File: src/rtl/hop_anneal_pkg.sv
package hop_anneal_pkg;
  typedef enum logic {
    SCH_EXP = 1'b0,
    SCH_LIN = 1'b1
  } sched_mode_e;
endpackage

File: src/rtl/hop_epoch_ctr.sv
module hop_epoch_ctr #(
  parameter int EPOCH_W = 16
) (
  input  logic               clk,
  input  logic               rst_n,
  input  logic               start_i,
  input  logic               adv_i,
  input  logic [EPOCH_W-1:0] len_i,
  output logic               step_o,
  output logic               last_o,
  output logic               done_o
);
  logic [EPOCH_W-1:0] ep_q, ep_d, len_q, len_d, ep_inc;
  logic               run_q, run_d, done_q, done_d;
  logic               en;

  assign step_o = run_q & ~done_q & adv_i & ~start_i;
  assign ep_inc = ep_q + EPOCH_W'(1);
  assign last_o = step_o & (ep_inc == len_q);
  assign done_o = done_q;
  assign en     = start_i | step_o;

  always_comb begin
    ep_d   = ep_q;
    len_d  = len_q;
    run_d  = run_q;
    done_d = done_q;
    if (start_i) begin
      ep_d   = '0;
      len_d  = len_i;
      run_d  = 1'b1;
      done_d = (len_i == '0);
    end else if (step_o) begin
      ep_d = ep_inc;
      if (last_o) done_d = 1'b1;
    end
  end

  always_ff @(posedge clk or negedge rst_n) begin
    if (!rst_n) begin
      ep_q   <= '0;
      len_q  <= '0;
      run_q  <= 1'b0;
      done_q <= 1'b0;
    end else if (en) begin
      ep_q   <= ep_d;
      len_q  <= len_d;
      run_q  <= run_d;
      done_q <= done_d;
    end
  end

  AST_DONE_STICKY: assert property (@(posedge clk) disable iff (!rst_n)
    done_q && !start_i |=> done_q);
  AST_EPOCH_BOUND: assert property (@(posedge clk) disable iff (!rst_n)
    run_q && (len_q != '0) |-> ep_q <= len_q);
endmodule

File: src/rtl/hop_scale_step.sv
module hop_scale_step
  import hop_anneal_pkg::*;
#(
  parameter int SCALE_W = 16
) (
  input  sched_mode_e        mode_i,
  input  logic [SCALE_W-1:0] scale_i,
  input  logic [SCALE_W-1:0] rate_i,
  output logic [SCALE_W-1:0] scale_o
);
  localparam logic [SCALE_W-1:0] FULL = {SCALE_W{1'b1}};

  logic [2*SCALE_W-1:0] prod;
  logic [SCALE_W-1:0]   gap, exp_nxt, lin_nxt;
  logic [SCALE_W:0]     lin_sum;

  assign gap     = FULL - scale_i;
  assign prod    = {{SCALE_W{1'b0}}, gap} * {{SCALE_W{1'b0}}, rate_i};
  assign exp_nxt = scale_i + prod[2*SCALE_W-1:SCALE_W];
  assign lin_sum = {1'b0, scale_i} + {1'b0, rate_i};
  assign lin_nxt = lin_sum[SCALE_W] ? FULL : lin_sum[SCALE_W-1:0];

  always_comb begin
    case (mode_i)
      SCH_LIN: scale_o = lin_nxt;
      default: scale_o = exp_nxt;
    endcase
  end
endmodule

File: src/rtl/hop_anneal_scale.sv
module hop_anneal_scale
  import hop_anneal_pkg::*;
#(
  parameter int SCALE_W = 16,
  parameter int EPOCH_W = 16
) (
  input  logic               clk,
  input  logic               rst_n,
  input  logic               start_i,
  input  logic               epoch_adv_i,
  input  logic               mode_i,
  input  logic [SCALE_W-1:0] rate_i,
  input  logic [EPOCH_W-1:0] run_len_i,
  output logic [SCALE_W-1:0] scale_o,
  output logic               done_o
);
  localparam logic [SCALE_W-1:0] FULL = {SCALE_W{1'b1}};

  sched_mode_e        mode_q, mode_d;
  logic [SCALE_W-1:0] rate_q, rate_d;
  logic [SCALE_W-1:0] scale_q, scale_d, scale_step;
  logic               step, last, done;
  logic               en;

  hop_epoch_ctr #(.EPOCH_W(EPOCH_W)) i_ctr (
    .clk    (clk),
    .rst_n  (rst_n),
    .start_i(start_i),
    .adv_i  (epoch_adv_i),
    .len_i  (run_len_i),
    .step_o (step),
    .last_o (last),
    .done_o (done)
  );

  hop_scale_step #(.SCALE_W(SCALE_W)) i_step (
    .mode_i (mode_q),
    .scale_i(scale_q),
    .rate_i (rate_q),
    .scale_o(scale_step)
  );

  assign en = start_i | step;

  always_comb begin
    mode_d  = mode_q;
    rate_d  = rate_q;
    scale_d = scale_q;
    if (start_i) begin
      mode_d  = sched_mode_e'(mode_i);
      rate_d  = rate_i;
      scale_d = (run_len_i == '0) ? FULL : '0;
    end else if (last) begin
      scale_d = FULL;
    end else if (step) begin
      scale_d = scale_step;
    end
  end

  always_ff @(posedge clk or negedge rst_n) begin
    if (!rst_n) begin
      mode_q  <= SCH_EXP;
      rate_q  <= '0;
      scale_q <= '0;
    end else if (en) begin
      mode_q  <= mode_d;
      rate_q  <= rate_d;
      scale_q <= scale_d;
    end
  end

  assign scale_o = scale_q;
  assign done_o  = done;

  AST_HOLD_IDLE: assert property (@(posedge clk) disable iff (!rst_n)
    !start_i && !epoch_adv_i |=> $stable(scale_q));
  AST_NO_DECREASE: assert property (@(posedge clk) disable iff (!rst_n)
    !start_i |=> scale_q >= $past(scale_q));
  AST_START_CLEAR: assert property (@(posedge clk) disable iff (!rst_n)
    start_i && (run_len_i != '0) |=> (scale_q == '0) && !done);
  AST_DONE_FULL: assert property (@(posedge clk) disable iff (!rst_n)
    done |-> scale_q == FULL);
endmodule

File: config.mk
export PLATFORM = sky130hd
export DESIGN_NAME = hop_anneal_scale
export DESIGN_NICKNAME = d
export VERILOG_FILES = /design/src/rtl/hop_anneal_pkg.sv /design/src/rtl/hop_epoch_ctr.sv /design/src/rtl/hop_scale_step.sv /design/src/rtl/hop_anneal_scale.sv
export SDC_FILE = /design/constraint.sdc
export NUM_CORES = 1
export LEC_CHECK = 0
export BUFFER_PORTS_ARGS = -buffer_cell sky130_fd_sc_hd__buf_4
export CAP_MARGIN = 20
export CORE_UTILIZATION = 40
export DETAILED_ROUTE_END_ITERATION = 7
export GPL_TIMING_DRIVEN = 0
export PLACE_DENSITY_LB_ADDON = 0.25
export SLEW_MARGIN = 20
export SYNTH_ARGS = -nofsm -noshare
export SYNTH_HDL_FRONTEND = slang
export SYNTH_SLANG_ARGS = --single-unit
export TNS_END_PERCENT = 1
File: constraint.sdc
create_clock -name clk -period 19.4 [get_ports clk]
set_input_delay 1.94 -clock clk [delete_from_list [all_inputs] [get_ports clk]]
set_output_delay 1.94 -clock clk [all_outputs]
set_load 0.05 [all_outputs]
==> flow_results.org <==
** Synthesis
- Fraction of registers with async set/reset :: 100%
- Netlist Area Pre-Place :: 12,800 um^2
- After Yosys synthesis, and, or, nand and nor cells account for 16.1% of the synthesized area.
- The number of nets in the synthesized netlist is 1,776.
- The synthesized design contains 0 enable-type register cells.
- A synthesized cell averages 9.16 um^2.
- During synthesis, Yosys emitted a total of 0 warnings.
- Main synth FF type :: sky130_fd_sc_hd__dfrtp_1
- Mapped Cells :: 1,394
- Synthesized flop and latch total :: 67
- Combinational family with the most area after synthesis :: adder cells
- Xor and xnor fraction of the mapped netlist area :: 5.76%
- Part of the Yosys area used for sequential elements :: 13.1%
- The synthesized netlist devotes 7.12% of its cell area to compound gates.
- Summing the areas of all fa, ha and maj instances in the mapped netlist gives 45.3% of the synthesized area.
- Measured against the total synthesized area, the mux share comes to 3.14%.
- Number of unique standard cell types used by synthesis :: 65

** Worst setup path
- Start of the worst register-to-register path :: scale_o[5]
- STA classifies the critical path startpoint as a register.
- The critical path is of the reg2reg type.
- Endpoint arrival time on the critical path :: 9850 ps
- On the worst path, the slowest cell contributes a delay of 780 ps.
- STA puts the critical path data required time at 19,670 ps.
- Slowest library cell on the worst path :: sky130_fd_sc_hd__dfrtp_1
- The most critical setup path has its startpoint at scale_o[5].
- Among the stages of the critical path, the cell type that occurs most often is sky130_fd_sc_hd__fa_1.
- Nature of the critical path endpoint :: register
- Of all nets on the critical path, the largest fanout is 12.

** Final layout
- Cells fill 44.4% of the core in the end.
- Filler cell count :: 3,101
- Number of diodes :: 0
- Layout overhead on the synthesized area :: 9.37%
- Non-filler instance count after layout :: 1,864
- Post-layout net count :: 1,840
- Of the cells placed in the final design, the portion with a size suffix greater than 1 is 8.48%.

** Timing
- Number of hold-slack violations in the final timing report :: 0
- Number of endpoints failing setup at the final stage :: 0
- Tightest Pin Transition :: 858 ps
- The max-slew violation total from the final report was 0.
- Unrepaired setup endpoints after global routing :: no
- For the final routed database, the setup TNS stands at 0 ps.
- Fraction of the cycle the final worst path needs :: 49.4%
- Crit path time final :: 9580 ps
- On the final layout, the worst clock skew is 4.65 ps.
- Normalized max-slew margin :: 42.8%
- Final hold slack :: 511 ps
- Timing would allow up to 104 MHz.

** GRT
- Entering global routing, the biggest net connects 68 pins.
- The number of global-route vias before repair was 10.1k.
- Overflow after GRT :: 0
- Global-route usage over all layers :: 21.4%
- The first global-routing pass estimated 54,400 um of wire.
- The initial antenna violation count came to 0.

** Floorplanning
- After floorplanning, the core was sized to cover 31,500 um^2.
- For this configuration, the core starts out at a cell density of 40.6%.
- FP Rows :: 65
- DIE WIDTH :: 181 um
- Die Outline Area :: 32,600 um^2
- Pin placement for this block handled 54 I/O pins.
- The die is 181 um tall.

** Route
- Wire length after detailed routing :: 33,300 um
- DR WL/cell :: 17.8 um
- Across all layers, the routed design uses 9,601 vias.
- Drt initial violations :: 528
- Avg Vias per Cell :: 5.15
- The detail route stage leaves a number of antenna-violating nets equal to 0.
- Detailed-route DRC error count :: 0
- First-pass detailed-route iteration total :: 6

** Placed design
- Half-perimeter wire length after placement :: 27,000 um
- At the end of routability-driven placement, the weighted congestion stood at 0.908.
- Count of buffers inserted at the top-level ports :: 53
- Including well taps, the total number of placed cells is 1,849.

** Min path
- Type of the tightest min-delay check :: reg2reg
- The startpoint identified for the worst hold timing path is i_ctr.run_q.

** CTS
- Post-CTS Hold Buffers :: 0
- TritonCTS built the clock tree.
- CTS buffer count :: 9
- No sink is reached through more buffers than the 2 on the longest clock path.
- CTS built an H-tree with a depth of 3.
- Clock-pin slew was measured on the worst setup and hold paths at 60 ps.
- Clock latency on the worst-skew pair, taken at its later pin, is 330 ps.
- Root buffer selected by CTS :: sky130_fd_sc_hd__clkbuf_16
- Number of cells upsized or downsized after cts :: 0
- # Post-CTS Setup Buffers :: 0
- TritonCTS Sinks :: 67

** Run status
- The flow ran to the end, and the final reports show no timing, DRC or antenna violations.

** Run
- The tool flagged a number of max-cap violations equal to 0.
==> synthesized netlist by cell type (2+ instances only) <==
master | instances | area [um^2]
sky130_fd_sc_hd__o41ai_1 | 4 | 35.0
sky130_fd_sc_hd__mux2_2 | 32 | 360
sky130_fd_sc_hd__a21oi_2 | 10 | 87.6
sky130_fd_sc_hd__nor4_1 | 8 | 50.1
sky130_fd_sc_hd__nor3_1 | 13 | 65.1
sky130_fd_sc_hd__inv_1 | 260 | 976
sky130_fd_sc_hd__fa_1 | 195 | 3900
sky130_fd_sc_hd__xnor2_1 | 56 | 490
sky130_fd_sc_hd__nand3b_1 | 2 | 15.0
sky130_fd_sc_hd__nand4_1 | 6 | 37.5
sky130_fd_sc_hd__o21ai_0 | 19 | 95.1
sky130_fd_sc_hd__and2_1 | 2 | 12.5
sky130_fd_sc_hd__nand2b_1 | 12 | 75.1
sky130_fd_sc_hd__a31oi_1 | 3 | 18.8
sky130_fd_sc_hd__o2111ai_1 | 2 | 17.5
sky130_fd_sc_hd__nor2_1 | 53 | 199
sky130_fd_sc_hd__a211oi_1 | 2 | 15.0
sky130_fd_sc_hd__nand3_1 | 12 | 60.1
sky130_fd_sc_hd__clkbuf_1 | 42 | 158
sky130_fd_sc_hd__clkinv_1 | 9 | 33.8
sky130_fd_sc_hd__mux2i_1 | 4 | 40.0
sky130_fd_sc_hd__nor3b_1 | 3 | 22.5
sky130_fd_sc_hd__nand2_1 | 174 | 653
sky130_fd_sc_hd__ha_1 | 150 | 1880
sky130_fd_sc_hd__or3_1 | 5 | 31.3
sky130_fd_sc_hd__nor2b_1 | 106 | 663
sky130_fd_sc_hd__dfrtp_1 | 67 | 1680
sky130_fd_sc_hd__a21o_1 | 10 | 75.1
sky130_fd_sc_hd__a21oi_1 | 40 | 200
sky130_fd_sc_hd__o221ai_1 | 13 | 114
sky130_fd_sc_hd__nor4_2 | 2 | 25.0
sky130_fd_sc_hd__and3_1 | 3 | 18.8
sky130_fd_sc_hd__o21bai_1 | 7 | 52.6
sky130_fd_sc_hd__a221oi_1 | 2 | 17.5
sky130_fd_sc_hd__a2111oi_0 | 2 | 17.5
sky130_fd_sc_hd__xor2_1 | 28 | 245
sky130_fd_sc_hd__o21a_1 | 3 | 22.5
sky130_fd_sc_hd__o21ai_1 | 6 | 30.0
==> placed cells by master (no fill, tap or decap), types with 3 or more instances in the layout <==
| cell | instances |
|---|---|
| sky130_fd_sc_hd__a21o_1 | 10 |
| sky130_fd_sc_hd__a21oi_1 | 40 |
| sky130_fd_sc_hd__a21oi_2 | 10 |
| sky130_fd_sc_hd__a31oi_1 | 3 |
| sky130_fd_sc_hd__and3_1 | 3 |
| sky130_fd_sc_hd__buf_4 | 53 |
| sky130_fd_sc_hd__clkbuf_1 | 44 |
| sky130_fd_sc_hd__clkbuf_16 | 9 |
| sky130_fd_sc_hd__clkinv_1 | 9 |
| sky130_fd_sc_hd__dfrtp_1 | 67 |
| sky130_fd_sc_hd__fa_1 | 195 |
| sky130_fd_sc_hd__ha_1 | 150 |
| sky130_fd_sc_hd__inv_1 | 260 |
| sky130_fd_sc_hd__mux2_2 | 32 |
| sky130_fd_sc_hd__mux2i_1 | 4 |
| sky130_fd_sc_hd__nand2_1 | 174 |
| sky130_fd_sc_hd__nand2b_1 | 12 |
| sky130_fd_sc_hd__nand3_1 | 12 |
| sky130_fd_sc_hd__nand4_1 | 6 |
| sky130_fd_sc_hd__nor2_1 | 53 |
| sky130_fd_sc_hd__nor2b_1 | 106 |
| sky130_fd_sc_hd__nor3_1 | 13 |
| sky130_fd_sc_hd__nor3b_1 | 3 |
| sky130_fd_sc_hd__nor4_1 | 8 |
| sky130_fd_sc_hd__o21a_1 | 3 |
| sky130_fd_sc_hd__o21ai_0 | 19 |
| sky130_fd_sc_hd__o21ai_1 | 6 |
| sky130_fd_sc_hd__o21bai_1 | 7 |
| sky130_fd_sc_hd__o221ai_1 | 13 |
| sky130_fd_sc_hd__o41ai_1 | 4 |
| sky130_fd_sc_hd__or3_1 | 5 |
| sky130_fd_sc_hd__xnor2_1 | 56 |
| sky130_fd_sc_hd__xor2_1 | 28 |
==> registers in the layout, indices dropped and copies added, names as in the netlist <==
signal,count
i_ctr.ep_q,16
i_ctr.done_o,1
i_ctr.len_q,16
i_ctr.run_q,1
mode_q,1
rate_q,16
scale_o,16
==> stage by stage <==
step | instance area, um^2 | worst slack (ps)
floorplan | 12800 | 11340
global placement | 13700 | 9910
CTS | 14000 | 9760
finish | 14000 | 9820
detailed placement | 13700 | 9780
global route | 14000 | 9300
==> critical path: cells and delay by family (launching register included) <==
kind / cells / cell delay, ps
XOR/XNOR: 2 / 340
flip-flops: 1 / 780
AO/OA/AOI/OAI: 13 / 3390
AND/OR/NAND/NOR: 1 / 120
adder cells (fa/ha/maj): 9 / 4050
buffers and inverters: 6 / 830
==> cell families (layout without fill, tap and decap cells) <==
| family | count (synthesis) | after routing |
|---|---|---|
| AOI/OAI and AO/OA | 134 | 134 |
| DFF | 67 | 67 |
| adders and majority gates | 345 | 345 |
| buffers and inverters | 316 | 384 |
| and+or+nand+nor | 412 | 412 |
| xor gates and xnor gates | 84 | 84 |
| muxes | 36 | 36 |
==> metal layers <==
metal	part of all wire, %	routed length, um	GRT usage, %	vias up
li1	-	-	-	4471
met1	46	15200	29.5	4854
met2	48	16100	36.4	232
met3	4.1	1380	1.62	44
met4	2.0	663	5.50	0
met5	0	0	0	-
==> final timing paths <==
check | end | slack [ps] | depth (start not counted)
worst max-delay path | scale_o[14] | 9820 | 31
worst min register to register | i_ctr.run_q | 510 | 1
min in group asynchronous | i_ctr.ep_q[6] | 1730 | 1
max in group asynchronous | scale_o[10] | 17120 | 1
worst max register to register | scale_o[14] | 9820 | 31
worst min-delay path | i_ctr.run_q | 510 | 1
==> area by class of cell <==
| cell class | instances | area, um^2 | share of cell area [%] |
|---|---|---|---|
| flip-flops and latches | 67 | 1680 | 12.0 |
| well taps | 402 | 503 | 3.60 |
| clock inverters | 2 | 35.0 | 0.251 |
| clock buffers | 13 | 260 | 1.86 |
| multi-input cells | 1011 | 9880 | 70.7 |
| plain buffers | 46 | 198 | 1.42 |
| repair buffers | 53 | 398 | 2.85 |
| inverters | 270 | 1010 | 7.26 |
Power is left out: the tool's default activity adds up to more than one toggle a clock period on the data nets, which glitch-free logic cannot reach.
